$ cat src/rtl/trap_pkg.sv
// Shared types of the interrupt and trap sequencer.
// Assumes: status word is two bits, events are encoded by vector slot.
package trap_pkg;

    // Event identifiers; the value is also the vector slot index.
    typedef enum logic [1:0] {
        EV_RESET = 2'd0,
        EV_NMI   = 2'd1,
        EV_BRK   = 2'd2,
        EV_IRQ   = 2'd3
    } ev_e;

    // Retiring exception-related operations.
    typedef enum logic [2:0] {
        OP_NONE = 3'd0,
        OP_RETI = 3'd1,
        OP_CSRR = 3'd2,
        OP_CSRW = 3'd3,
        OP_CLI  = 3'd4,
        OP_SEI  = 3'd5,
        OP_WAI  = 3'd6,
        OP_STP  = 3'd7
    } op_e;

    // CSR selector codes.
    typedef enum logic [1:0] {
        CSR_STAT   = 2'd0,
        CSR_SHADOW = 2'd1,
        CSR_EPC    = 2'd2,
        CSR_NONE   = 2'd3
    } csr_e;

    // Status word: bit 0 interrupt disable, bit 1 general flag.
    typedef struct packed {
        logic t;
        logic i;
    } status_t;

    localparam int NUM_EVENTS = 4;

endpackage

$ cat src/rtl/trap_nmi_latch.sv
// Falling-edge detector and pending latch for the non-maskable interrupt.
// Assumes: nmi_n is already synchronous to clk. A clear and a new edge in
// the same cycle leave the request pending.
module trap_nmi_latch (
    input  logic clk,
    input  logic rst_n,
    input  logic nmi_n,
    input  logic clear,
    output logic pend
);

    logic nmi_prev;
    logic fall;

    assign fall = nmi_prev & ~nmi_n;

    // Track the previous pin level and hold an edge until serviced.
    always_ff @(posedge clk) begin
        if (!rst_n) begin
            nmi_prev <= nmi_n;
            pend     <= 1'b0;
        end else begin
            nmi_prev <= nmi_n;
            pend     <= fall | (pend & ~clear);
        end
    end

    // an edge is always recorded.
    a_r2_fall_latched: assert property (@(posedge clk) disable iff (!rst_n)
        (nmi_prev && !nmi_n) |=> pend);

    // servicing without a new edge empties the latch.
    a_r2_clear_empties: assert property (@(posedge clk) disable iff (!rst_n)
        (clear && !(nmi_prev && !nmi_n)) |=> !pend);

endmodule

$ cat src/rtl/trap_arbiter.sv
// Fixed-priority selection among NMI, BRK and IRQ at a sampling point.
// Assumes: reset is handled outside; sample is low while stopped.
module trap_arbiter
    import trap_pkg::*;
(
    input  logic clk,
    input  logic rst_n,
    input  logic sample,
    input  logic waiting,
    input  logic nmi_pend,
    input  logic brk_req,
    input  logic irq_n,
    input  logic stat_i,
    output logic take,
    output ev_e  ev
);

    localparam int NREQ = NUM_EVENTS;

    logic [NREQ-1:0] req;
    logic [NREQ-1:0] grant;

    // Ready conditions per slot; slot 0 (reset) is never requested here.
    always_comb begin
        req            = '0;
        req[EV_NMI]    = nmi_pend;
        req[EV_BRK]    = brk_req & ~waiting;
        req[EV_IRQ]    = ~irq_n & ~stat_i;
    end

    // Lowest slot index wins: NMI before BRK before IRQ.
    generate
        for (genvar k = 0; k < NREQ; k++) begin : g_prio
            if (k == 0) begin : g_first
                assign grant[k] = sample & req[k];
            end else begin : g_rest
                assign grant[k] = sample & req[k] & ~(|req[k-1:0]);
            end
        end
    endgenerate

    // Encode the single granted slot.
    always_comb begin
        ev = EV_RESET;
        for (int k = 0; k < NREQ; k++) begin
            if (grant[k]) ev = ev_e'(k);
        end
    end

    assign take = |grant;

    // at most one event is granted.
    a_r5_one_grant: assert property (@(posedge clk) disable iff (!rst_n)
        $onehot0(grant));

    // nothing is taken outside a sampling point.
    a_r4_take_at_sample: assert property (@(posedge clk) disable iff (!rst_n)
        take |-> sample);

endmodule

$ cat src/rtl/trap_state.sv
// Architectural exception state: status, status shadow, return-PC shadow,
// wait and stop flags, and the CSR read/write path.
// Assumes: take and op_fire are never high together.
module trap_state
    import trap_pkg::*;
#(
    parameter int XLEN = 16
) (
    input  logic            clk,
    input  logic            rst_n,
    input  logic            take,
    input  ev_e             ev,
    input  logic [XLEN-1:0] next_pc,
    input  logic            op_fire,
    input  op_e             op,
    input  logic [1:0]      csr_sel,
    input  logic [XLEN-1:0] csr_wdata,
    output status_t         stat,
    output status_t         shadow,
    output logic [XLEN-2:0] epc,
    output logic            waiting,
    output logic            stopped,
    output logic [XLEN-1:0] csr_rdata
);

    localparam int SW = $bits(status_t);

    csr_e sel;
    assign sel = csr_e'(csr_sel);

    // Status, shadows and idle flags.
    always_ff @(posedge clk) begin
        if (!rst_n) begin
            stat    <= '{t: 1'b0, i: 1'b1};
            shadow  <= '0;
            epc     <= '0;
            waiting <= 1'b0;
            stopped <= 1'b0;
        end else if (take) begin
            shadow  <= stat;
            epc     <= next_pc[XLEN-1:1];
            stat.i  <= 1'b1;
            waiting <= 1'b0;
        end else if (op_fire) begin
            unique case (op)
                OP_RETI: stat <= shadow;
                OP_CSRW: begin
                    unique case (sel)
                        CSR_STAT:   stat   <= status_t'(csr_wdata[SW-1:0]);
                        CSR_SHADOW: shadow <= status_t'(csr_wdata[SW-1:0]);
                        CSR_EPC:    epc    <= csr_wdata[XLEN-1:1];
                        default:    ;
                    endcase
                end
                OP_CLI:  stat.i  <= 1'b0;
                OP_SEI:  stat.i  <= 1'b1;
                OP_WAI:  waiting <= 1'b1;
                OP_STP:  stopped <= 1'b1;
                default: ;
            endcase
        end
    end

    // Combinational CSR read mux.
    always_comb begin
        csr_rdata = '0;
        unique case (sel)
            CSR_STAT:   csr_rdata[SW-1:0] = stat;
            CSR_SHADOW: csr_rdata[SW-1:0] = shadow;
            CSR_EPC:    csr_rdata         = {epc, 1'b0};
            default:    csr_rdata         = '0;
        endcase
    end

    logic unused_ev;
    assign unused_ev = ^ev;

    // reset leaves interrupts disabled and T clear.
    a_r1_reset_masks: assert property (@(posedge clk)
        !rst_n |=> (stat.i && !stat.t && !waiting && !stopped));

    // stop persists until reset.
    a_r12_stop_sticky: assert property (@(posedge clk) disable iff (!rst_n)
        stopped |=> stopped);

    // return restores the status from the shadow.
    a_r7_reti_restore: assert property (@(posedge clk) disable iff (!rst_n)
        (op_fire && op == OP_RETI) |=> (stat == $past(shadow)));

    // entry masks interrupts and saves the old status.
    a_r6_entry_masks: assert property (@(posedge clk) disable iff (!rst_n)
        take |=> (stat.i && shadow == $past(stat)));

endmodule

$ cat src/rtl/trap_ctrl.sv
// Interrupt and trap sequencer top: combines the NMI latch, the priority
// arbiter and the state registers, and drives the one-cycle fetch redirect.
// Assumes: inputs are synchronous; op_valid marks a retiring instruction.
module trap_ctrl
    import trap_pkg::*;
#(
    parameter int XLEN       = 16,
    parameter int VEC_BASE   = 0,
    parameter int VEC_STRIDE = 2
) (
    input  logic            clk,
    input  logic            rst_n,
    input  logic            nmi_n,
    input  logic            irq_n,
    input  logic            brk_req,
    input  logic            insn_boundary,
    input  logic [XLEN-1:0] next_pc,
    input  logic            op_valid,
    input  logic [2:0]      op_code,
    input  logic [1:0]      csr_sel,
    input  logic [XLEN-1:0] csr_wdata,
    output logic [XLEN-1:0] csr_rdata,
    output logic            redirect_valid,
    output logic [XLEN-1:0] redirect_pc,
    output logic            flush,
    output logic            halt
);

    logic [XLEN-1:0] vec_tab [NUM_EVENTS];

    // Vector table computed from base and stride.
    generate
        for (genvar k = 0; k < NUM_EVENTS; k++) begin : g_vec
            assign vec_tab[k] = XLEN'(VEC_BASE + k * VEC_STRIDE);
        end
    endgenerate

    logic            rst_pend;
    logic            nmi_pend;
    logic            sample;
    logic            take;
    ev_e             ev;
    logic            op_fire;
    op_e             op;
    status_t         stat;
    status_t         shadow;
    logic [XLEN-2:0] epc;
    logic            waiting;
    logic            stopped;

    assign op      = op_e'(op_code);
    assign sample  = ~rst_pend & ~stopped & (waiting | (insn_boundary & ~op_valid));
    assign op_fire = op_valid & ~waiting & ~stopped & ~rst_pend;

    // Reset entry is pending for the first cycle after release.
    always_ff @(posedge clk) begin
        if (!rst_n) rst_pend <= 1'b1;
        else        rst_pend <= 1'b0;
    end

    trap_nmi_latch u_nmi (
        .clk   (clk),
        .rst_n (rst_n),
        .nmi_n (nmi_n),
        .clear (take && ev == EV_NMI),
        .pend  (nmi_pend)
    );

    trap_arbiter u_arb (
        .clk      (clk),
        .rst_n    (rst_n),
        .sample   (sample),
        .waiting  (waiting),
        .nmi_pend (nmi_pend),
        .brk_req  (brk_req),
        .irq_n    (irq_n),
        .stat_i   (stat.i),
        .take     (take),
        .ev       (ev)
    );

    trap_state #(.XLEN(XLEN)) u_state (
        .clk       (clk),
        .rst_n     (rst_n),
        .take      (take),
        .ev        (ev),
        .next_pc   (next_pc),
        .op_fire   (op_fire),
        .op        (op),
        .csr_sel   (csr_sel),
        .csr_wdata (csr_wdata),
        .stat      (stat),
        .shadow    (shadow),
        .epc       (epc),
        .waiting   (waiting),
        .stopped   (stopped),
        .csr_rdata (csr_rdata)
    );

    // Registered one-cycle redirect request.
    always_ff @(posedge clk) begin
        if (!rst_n) begin
            redirect_valid <= 1'b0;
            redirect_pc    <= '0;
        end else if (rst_pend) begin
            redirect_valid <= 1'b1;
            redirect_pc    <= vec_tab[EV_RESET];
        end else if (take) begin
            redirect_valid <= 1'b1;
            redirect_pc    <= vec_tab[ev];
        end else if (op_fire && op == OP_RETI) begin
            redirect_valid <= 1'b1;
            redirect_pc    <= {epc, 1'b0};
        end else begin
            redirect_valid <= 1'b0;
        end
    end

    assign flush = redirect_valid;
    assign halt  = waiting | stopped;

    // a maskable entry only happens while I is clear.
    a_r3_irq_unmasked: assert property (@(posedge clk) disable iff (!rst_n)
        (take && ev == EV_IRQ) |-> !stat.i);

    // every entry produces a redirect in the next cycle.
    a_r6_redirect_next: assert property (@(posedge clk) disable iff (!rst_n)
        take |=> redirect_valid);

    // a stopped core issues no redirect.
    a_r12_no_redirect: assert property (@(posedge clk) disable iff (!rst_n)
        (stopped && !rst_pend) |=> !redirect_valid);

endmodule

$ cat config.mk
export PLATFORM = sky130hd
export DESIGN_NAME = trap_ctrl
export DESIGN_NICKNAME = d
export VERILOG_FILES = /design/src/rtl/trap_pkg.sv /design/src/rtl/trap_nmi_latch.sv /design/src/rtl/trap_arbiter.sv /design/src/rtl/trap_state.sv /design/src/rtl/trap_ctrl.sv
export SDC_FILE = /design/constraint.sdc
export NUM_CORES = 1
export LEC_CHECK = 0
export CORE_UTILIZATION = 43
export CTS_CLUSTER_DIAMETER = 50
export DETAILED_ROUTE_END_ITERATION = 10
export HOLD_SLACK_MARGIN = 0.02
export PLACE_DENSITY = 0.89
export SLEW_MARGIN = 20
export SYNTH_ARGS = -nofsm -noshare
export SYNTH_HDL_FRONTEND = slang
export SYNTH_SLANG_ARGS = --single-unit
export TNS_END_PERCENT = 50
$ cat constraint.sdc
create_clock -name clk -period 2 [get_ports clk]
set_clock_uncertainty 0.05 [all_clocks]
set_input_delay 0.2 -clock clk [delete_from_list [all_inputs] [get_ports clk]]
set_output_delay 0.2 -clock clk [all_outputs]
set_load 0.01 [all_outputs]
-- After elaboration in Yosys (flattened, before gate mapping)
Cells that the tools add are included.
- $lt $le $gt $ge: 1
- equal/unequal tests: 10
- muxes and demuxes: 25
- bitwise operators: 31
- reduce and logical (&&, ||, !) cells: 20
- operators with widths (cell ; number):
    two-way mux 16 bit ; 4
    two-way mux 15 bit ; 4
    binary-select mux 16 bit (select 2 bit) ; 1
    bitwise AND 1 bit ; 15
    two-way mux 14 bit ; 1
    two-way mux 2 bit ; 7
    equality test 3 bit, second input constant ; 4
    inverter 1 bit ; 12
    AND reduction 3 bit ; 4
    nonzero test 2 bit ; 6
    case mux 2 bit (3 select lines) ; 1
    two-way mux 1 bit ; 5
    equality test 2 x 1 -> 1 bit, second input constant ; 2
    case mux 1 bit (4 select lines) ; 1
    AND reduction 4 bit ; 1
    nonzero test 4 bit ; 1
    OR reduction 2 bit ; 2
    OR reduction 4 bit ; 1
    equality test 3 x 1 -> 1 bit, second input constant ; 1
    equality test 3 x 2 -> 1 bit, second input constant ; 1
    greater-or-equal comparator 3 bit, second input constant ; 1
    inverter 2 -> 3 bit ; 1
    bitwise OR 1 bit ; 3
    OR reduction 3 bit ; 1
    other kinds (6) ; 7
- register bits: 41
- input port bits: 44
- output and inout bits: 35
- logic and storage cells: 99

-- Longest topological paths before layout
- depth in word-level cells: 13
- mapped depth: 7
- depth with buffers taken out: 4

-- Modules after synthesis
From an unflattened synthesis, not the netlist that was laid out.
- cell total of the unflattened synthesis: 251
- area total of the unflattened synthesis: 2062.0 um2
- modules (own cells, without submodules) (module ; instances ; cells an instance ; area each (um2) ; sequential area each (um2)):
    trap_state ; 1 ; 151 ; 1184.9 ; 420.4
    trap_ctrl ; 1 ; 88 ; 759.5 ; 340.3
    trap_nmi_latch ; 1 ; 5 ; 63.8 ; 40.0
    trap_arbiter ; 1 ; 7 ; 53.8 ; 0.0

-- Least setup slack after synthesis
No wires, ideal clock.
- path kind: reg2reg
- start: register u_state.waiting
- end: register u_state.epc[13]
- library setup time: 0.088 ns
- data arrival time: 1.515 ns
- required time: 1.862 ns
- slack: 0.347 ns
- stages on the path, launching flop included: 7
- buffers on the path: 2
- period minus slack after synthesis: 1.653 ns
- cells stage by stage: dfxtp_1 nor4b_4 and3_1 buf_6 buf_12 nand2_1 a311oi_2
- word-level cells in the longest chain between the ends: 8
- elaborated cells on any way between the ends: 20
- classes of those cells: mux (1); bitwise (13); reduce/logical (6)
- ends and longest elaborated chain (what ; line ; RTL):
    start, declared ; trap_state.sv:21 ; output logic waiting,
    start signal, assigned ; trap_state.sv:37 ; waiting <= 1'b0;
    start signal, assigned ; trap_state.sv:43 ; waiting <= 1'b0;
    start signal, assigned ; trap_state.sv:57 ; OP_WAI: waiting <= 1'b1;
    inverter 1 bit ; trap_arbiter.sv:27, trap_ctrl.sv:53 ;
    bitwise AND 1 bit ; trap_arbiter.sv:27 ; req[EV_BRK] = brk_req & ~waiting;
    OR reduction 2 bit ; trap_arbiter.sv:37 ; assign grant[k] = sample & req[k] & ~(|req[k-1:0]);
    inverter 1 bit ; trap_arbiter.sv:37 ;
    bitwise AND 1 bit ; trap_arbiter.sv:37 ;
    OR reduction 3 bit ; trap_arbiter.sv:50 ; assign take = |grant;
    nonzero test 2 bit (no source line) ; -- ;
    AND reduction 3 bit (no source line) ; -- ;
    end signal, assigned ; trap_state.sv:41 ; epc <= next_pc[XLEN-1:1];
    end signal, assigned ; trap_state.sv:51 ; CSR_EPC: epc <= csr_wdata[XLEN-1:1];
    end, declared ; trap_state.sv:20 ; output logic [XLEN-2:0] epc,
Parallel ways exist; a longest one is shown, timed or not.
A chain may end at the register's enable or synchronous reset.

-- Worst setup path after layout
- start: input csr_sel[1]
- end: output csr_rdata[14]
- word-level cells in the longest chain between the ends: 2
- ends and longest elaborated chain (what ; line ; RTL):
    start, declared ; trap_ctrl.sv:20 ; input logic [1:0] csr_sel,
    equality test 2 bit ; trap_state.sv:67 ; unique case (sel)
    two-way mux 14 bit ; trap_state.sv:67 ;
    end, declared ; trap_ctrl.sv:22 ; output logic [XLEN-1:0] csr_rdata,
Every way passes these cells.

==> report_table.html <==
<table>
<tr><th>Metric</th><th>Value</th></tr>
<tr><th colspan="2">Outcome</th></tr>
<tr><td>Run status</td><td>finished clean</td></tr>
<tr><th colspan="2">Final layout</th></tr>
<tr><td>Leading cell types in the layout, fill and taps excluded</td><td>73 x sky130_fd_sc_hd__clkdlybuf4s50_1, 40 x sky130_fd_sc_hd__dfxtp_1, 32 x sky130_fd_sc_hd__nand2_1, 23 x sky130_fd_sc_hd__buf_4, 22 x sky130_fd_sc_hd__nor2_1</td></tr>
<tr><td>Layout area overhead</td><td>50.9%</td></tr>
<tr><td>Final instance area</td><td>3000 um^2</td></tr>
<tr><td>Layout Cells excl Fill</td><td>366</td></tr>
<tr><td>Layout cells sized above 1</td><td>15.9%</td></tr>
<tr><td>Most common cell after layout, fill and taps aside</td><td>sky130_fd_sc_hd__clkdlybuf4s50_1</td></tr>
<tr><td>Layout net count</td><td>357</td></tr>
<tr><td>Number of diodes</td><td>0</td></tr>
<tr><th colspan="2">Critical path</th></tr>
<tr><td>Maximum fanout count along the critical path</td><td>16</td></tr>
<tr><td>Maximum single-stage delay on the critical path</td><td>0.53 ns</td></tr>
<tr><td>Signal arrival time at the worst endpoint</td><td>1.69 ns</td></tr>
<tr><td>Most common cell type on the critical path</td><td>sky130_fd_sc_hd__clkdlybuf4s50_1</td></tr>
<tr><td>Critical-path cell with the highest stage delay</td><td>sky130_fd_sc_hd__clkdlybuf4s50_1</td></tr>
<tr><td>Worst path cell trace</td><td>clkdlybuf4s50_1 &gt; nor2b_1 &gt; buf_6 &gt; and2_1 &gt; clkdlybuf4s50_1</td></tr>
<tr><td>CP Class</td><td>input port to output port</td></tr>
<tr><td>Kind of end point of the critical path</td><td>output port</td></tr>
<tr><td>Kind of launch point of the worst setup path</td><td>input port</td></tr>
<tr><td>Req. time, crit path</td><td>1.75 ns</td></tr>
<tr><th colspan="2">Clock network</th></tr>
<tr><td>Clock sink count</td><td>40</td></tr>
<tr><td>Bufs on Longest Clock Path</td><td>2</td></tr>
<tr><td>Clock network latency to the later pin of the worst-skew pair</td><td>0.30 ns</td></tr>
<tr><td>Clock transition time at the flip-flop clock pins of the worst setup and hold paths</td><td>0.07 ns</td></tr>
<tr><td>Count of hold buffers inserted by post-cts repair</td><td>0</td></tr>
<tr><td>H-tree levels</td><td>2</td></tr>
<tr><td>Cts bufs inserted</td><td>5</td></tr>
<tr><td>Count of buffers added by post-CTS timing repair for setup</td><td>0</td></tr>
<tr><td>CTS tree</td><td>built</td></tr>
<tr><td>Clock tree root buffer cell</td><td>sky130_fd_sc_hd__clkbuf_8</td></tr>
<tr><td>Number of resized instances in the post-cts repair step</td><td>1</td></tr>
<tr><th colspan="2">Yosys</th></tr>
<tr><td>Portion of netlist area occupied by mux cells</td><td>10.1%</td></tr>
<tr><td>Distinct cells, synth</td><td>41</td></tr>
<tr><td>Synthesis-stage register bit count</td><td>40</td></tr>
<tr><td>Post-synthesis net count</td><td>268</td></tr>
<tr><td>Complex-gate fraction of the synthesized area</td><td>17.7%</td></tr>
<tr><td>Count of yosys warnings during synthesis</td><td>0</td></tr>
<tr><td>Parity-gate share of the synthesized area counting xor and xnor cells</td><td>0%</td></tr>
<tr><td>Simple-gate share of the synthesized area</td><td>25.4%</td></tr>
<tr><td>Adder-cell area share of the yosys netlist</td><td>0%</td></tr>
<tr><td>Avg Cell Area, Syn</td><td>8.88 um^2</td></tr>
<tr><td>Combinational family with the most area after synthesis</td><td>simple AND/OR/NAND/NOR gates</td></tr>
<tr><td>Most frequently used flop master after synthesis</td><td>sky130_fd_sc_hd__dfxtp_1</td></tr>
<tr><td>Synthesized area</td><td>1990 um^2</td></tr>
<tr><td>Synthesized instance count</td><td>224</td></tr>
<tr><td>Share of synthesized area occupied by flip-flops and latches</td><td>40.3%</td></tr>
<tr><td>Post-synth EDFFs</td><td>0</td></tr>
<tr><td>Async set-reset flop share out of synthesis</td><td>0%</td></tr>
<tr><th colspan="2">Detailed routing</th></tr>
<tr><td>Detailed Route WL</td><td>5.61 mm</td></tr>
<tr><td>Initial DRC count</td><td>194</td></tr>
<tr><td>Final routed DRC violation total</td><td>0</td></tr>
<tr><td>Remaining number of nets flagged by the antenna check after routing</td><td>0</td></tr>
<tr><td>Total number of vias</td><td>around 2,000</td></tr>
<tr><td>Number of vias per cell after detailed routing</td><td>between 5 and 6</td></tr>
<tr><td>Drt wl/cell</td><td>15.3 um</td></tr>
<tr><td>Detailed-router iteration count before antenna repair</td><td>4</td></tr>
<tr><th colspan="2">Die</th></tr>
<tr><td>Io pins</td><td>79</td></tr>
<tr><td>Count of standard-cell rows</td><td>24</td></tr>
<tr><td>Initial core utilization</td><td>between 40% and 50%</td></tr>
<tr><td>Die boundary height</td><td>70.0 um</td></tr>
<tr><td>Floorplan die width</td><td>70.0 um</td></tr>
<tr><td>Area enclosed by the die boundary</td><td>4900 um^2</td></tr>
<tr><td>Core Box Area</td><td>4380 um^2</td></tr>
<tr><th colspan="2">Flow run</th></tr>
<tr><td>Count of max-cap constraint violations</td><td>0</td></tr>
<tr><th colspan="2">STA</th></tr>
<tr><td>Count of final max-slew check failures</td><td>0</td></tr>
<tr><td>Worst hold slack</td><td>0.334 ns</td></tr>
<tr><td>Final critical-path share of the clock period</td><td>97.1%</td></tr>
<tr><td>Max frequency</td><td>0.515 GHz</td></tr>
<tr><td>Final sum of negative setup slack</td><td>0 ns</td></tr>
<tr><td>Min Clock Period, post-route</td><td>1.94 ns</td></tr>
<tr><td>Unrepaired setup endpoints after global routing</td><td>no</td></tr>
<tr><td>Hold Vio Cnt, Final</td><td>0</td></tr>
<tr><td>Final setup vio count</td><td>0</td></tr>
<tr><th colspan="2">Power</th></tr>
<tr><td>Max VDD drop</td><td>about 0.5 mV</td></tr>
<tr><td>Pwr/cell area</td><td>565 nW/um^2</td></tr>
<tr><td>Total leakage power</td><td>0.00126 uW</td></tr>
<tr><th colspan="2">GRT</th></tr>
<tr><td>Overall fraction of global-route tracks in use</td><td>23.6%</td></tr>
<tr><td>Antenna violations before repair</td><td>0</td></tr>
<tr><td>Largest net degree at the start of global routing</td><td>19</td></tr>
<tr><td>Global-route congestion overflow total</td><td>0</td></tr>
<tr><td>Wire length of the first global-routing pass</td><td>9.23 mm</td></tr>
<tr><td>Vias in the first global route</td><td>1,926</td></tr>
<tr><th colspan="2">Placement</th></tr>
<tr><td>Number of placed instances with taps included</td><td>roughly 360</td></tr>
<tr><td>Standard cell area after detailed placement</td><td>around 2900 um^2</td></tr>
<tr><td>Final Wtd Congestion</td><td>roughly 0.86</td></tr>
<tr><td>Count of buffers inserted at the top-level ports</td><td>76</td></tr>
<tr><td>Sum of net half-perimeters after detailed placement</td><td>4.16 mm</td></tr>
<tr><th colspan="2">Min path</th></tr>
<tr><td>Class of the worst hold path</td><td>input port to register</td></tr>
</table>
==> cell usage after synthesis, types with 2 or more instances <==
library cell,n,area (um^2)
sky130_fd_sc_hd__clkbuf_1,8,30.0
sky130_fd_sc_hd__a21oi_1,4,20.0
sky130_fd_sc_hd__nand2_1,32,120
sky130_fd_sc_hd__a31oi_1,2,12.5
sky130_fd_sc_hd__mux2i_1,19,190
sky130_fd_sc_hd__and2_1,14,87.6
sky130_fd_sc_hd__buf_2,6,30.0
sky130_fd_sc_hd__buf_4,2,15.0
sky130_fd_sc_hd__o31ai_1,3,22.5
sky130_fd_sc_hd__a311oi_2,10,150
sky130_fd_sc_hd__nand3_1,3,15.0
sky130_fd_sc_hd__inv_1,5,18.8
sky130_fd_sc_hd__dfxtp_1,40,801
sky130_fd_sc_hd__a311oi_1,5,43.8
sky130_fd_sc_hd__nor3_1,17,85.1
sky130_fd_sc_hd__nand2_2,2,12.5
sky130_fd_sc_hd__nor2_1,22,82.6
sky130_fd_sc_hd__o21ai_0,4,20.0
sky130_fd_sc_hd__nor2b_1,4,25.0
==> critical path: cells and delay by family <==
family,cells,cell delay [ns]
buffers and inverters,3,1.18
and+or+nand+nor,2,0.31
==> layer usage <==
metal  vias to the layer above  wire (um)  share of wire (%)  track usage, %
met5                         -          0                  0               0
met4                         0         78                1.4            9.33
met3                         8        338                6.0            4.91
met2                        78       2790                 50            39.4
met1                       977       2400                 43            29.7
li1                        967          -                  -               -
==> worst paths after layout <==
| path | from | end | slack, ns | cells past startpoint |
|---|---|---|---|---|
| max | csr_sel[1] | csr_rdata[14] | 0.06 | 5 |
| min | nmi_n | u_nmi.nmi_prev | 0.33 | 1 |
| max reg2reg | u_state.waiting | u_state.epc[4] | 0.36 | 5 |
| min reg2reg | redirect_pc[2] | redirect_pc[2] | 0.42 | 2 |
==> state kept, by name, summed over array words and instances, names as in the netlist <==
| signal | cells |
|---|---|
| u_state.waiting | 1 |
| u_state.shadow | 2 |
| redirect_pc | 15 |
| u_state.stat | 2 |
| u_nmi.pend | 1 |
| u_nmi.nmi_prev | 1 |
| u_state.epc | 15 |
| u_state.stopped | 1 |
| flush | 1 |
| rst_pend | 1 |
==> cells by family (layout without fill, tap and decap cells) <==
group,after synthesis,count (layout)
simple gates,102,102
flops,40,40
compound gates,38,38
buf+inv,23,113
mux,20,20
other cells,1,1
==> power breakdown <==
part	switching, uW	total, uW	leakage (uW)	internal (uW)
Combinational	124	290	0.000881	166
Clock	285	561	0.0000510	275
Sequential	22.5	845	0.000325	822
==> area by class of cell <==
| type | count | area, um^2 |
|---|---|---|
| clock buffer | 6 | 82.6 |
| inverter | 5 | 18.8 |
| tap | 52 | 65.1 |
| multi-input combinational | 161 | 1070 |
| clock inverter | 2 | 10.0 |
| timing repair buffer | 100 | 952 |
| sequential | 40 | 801 |
| fill | 364 | 1380 |
==> metrics by stage <==
stage / utilization, % / worst slack (ns) / power [uW]
detailed placement: 66.1 / 0.00129 / 1150
CTS: 68.3 / 0.00891 / 1700
finish: 68.4 / 0.0573 / 1700
global placement: 66.1 / 0.0656 / 1140
floorplan: - / 0.347 / 982
global route: 68.4 / 0.000472 / 1760
(Power assumes the default switching activity.)
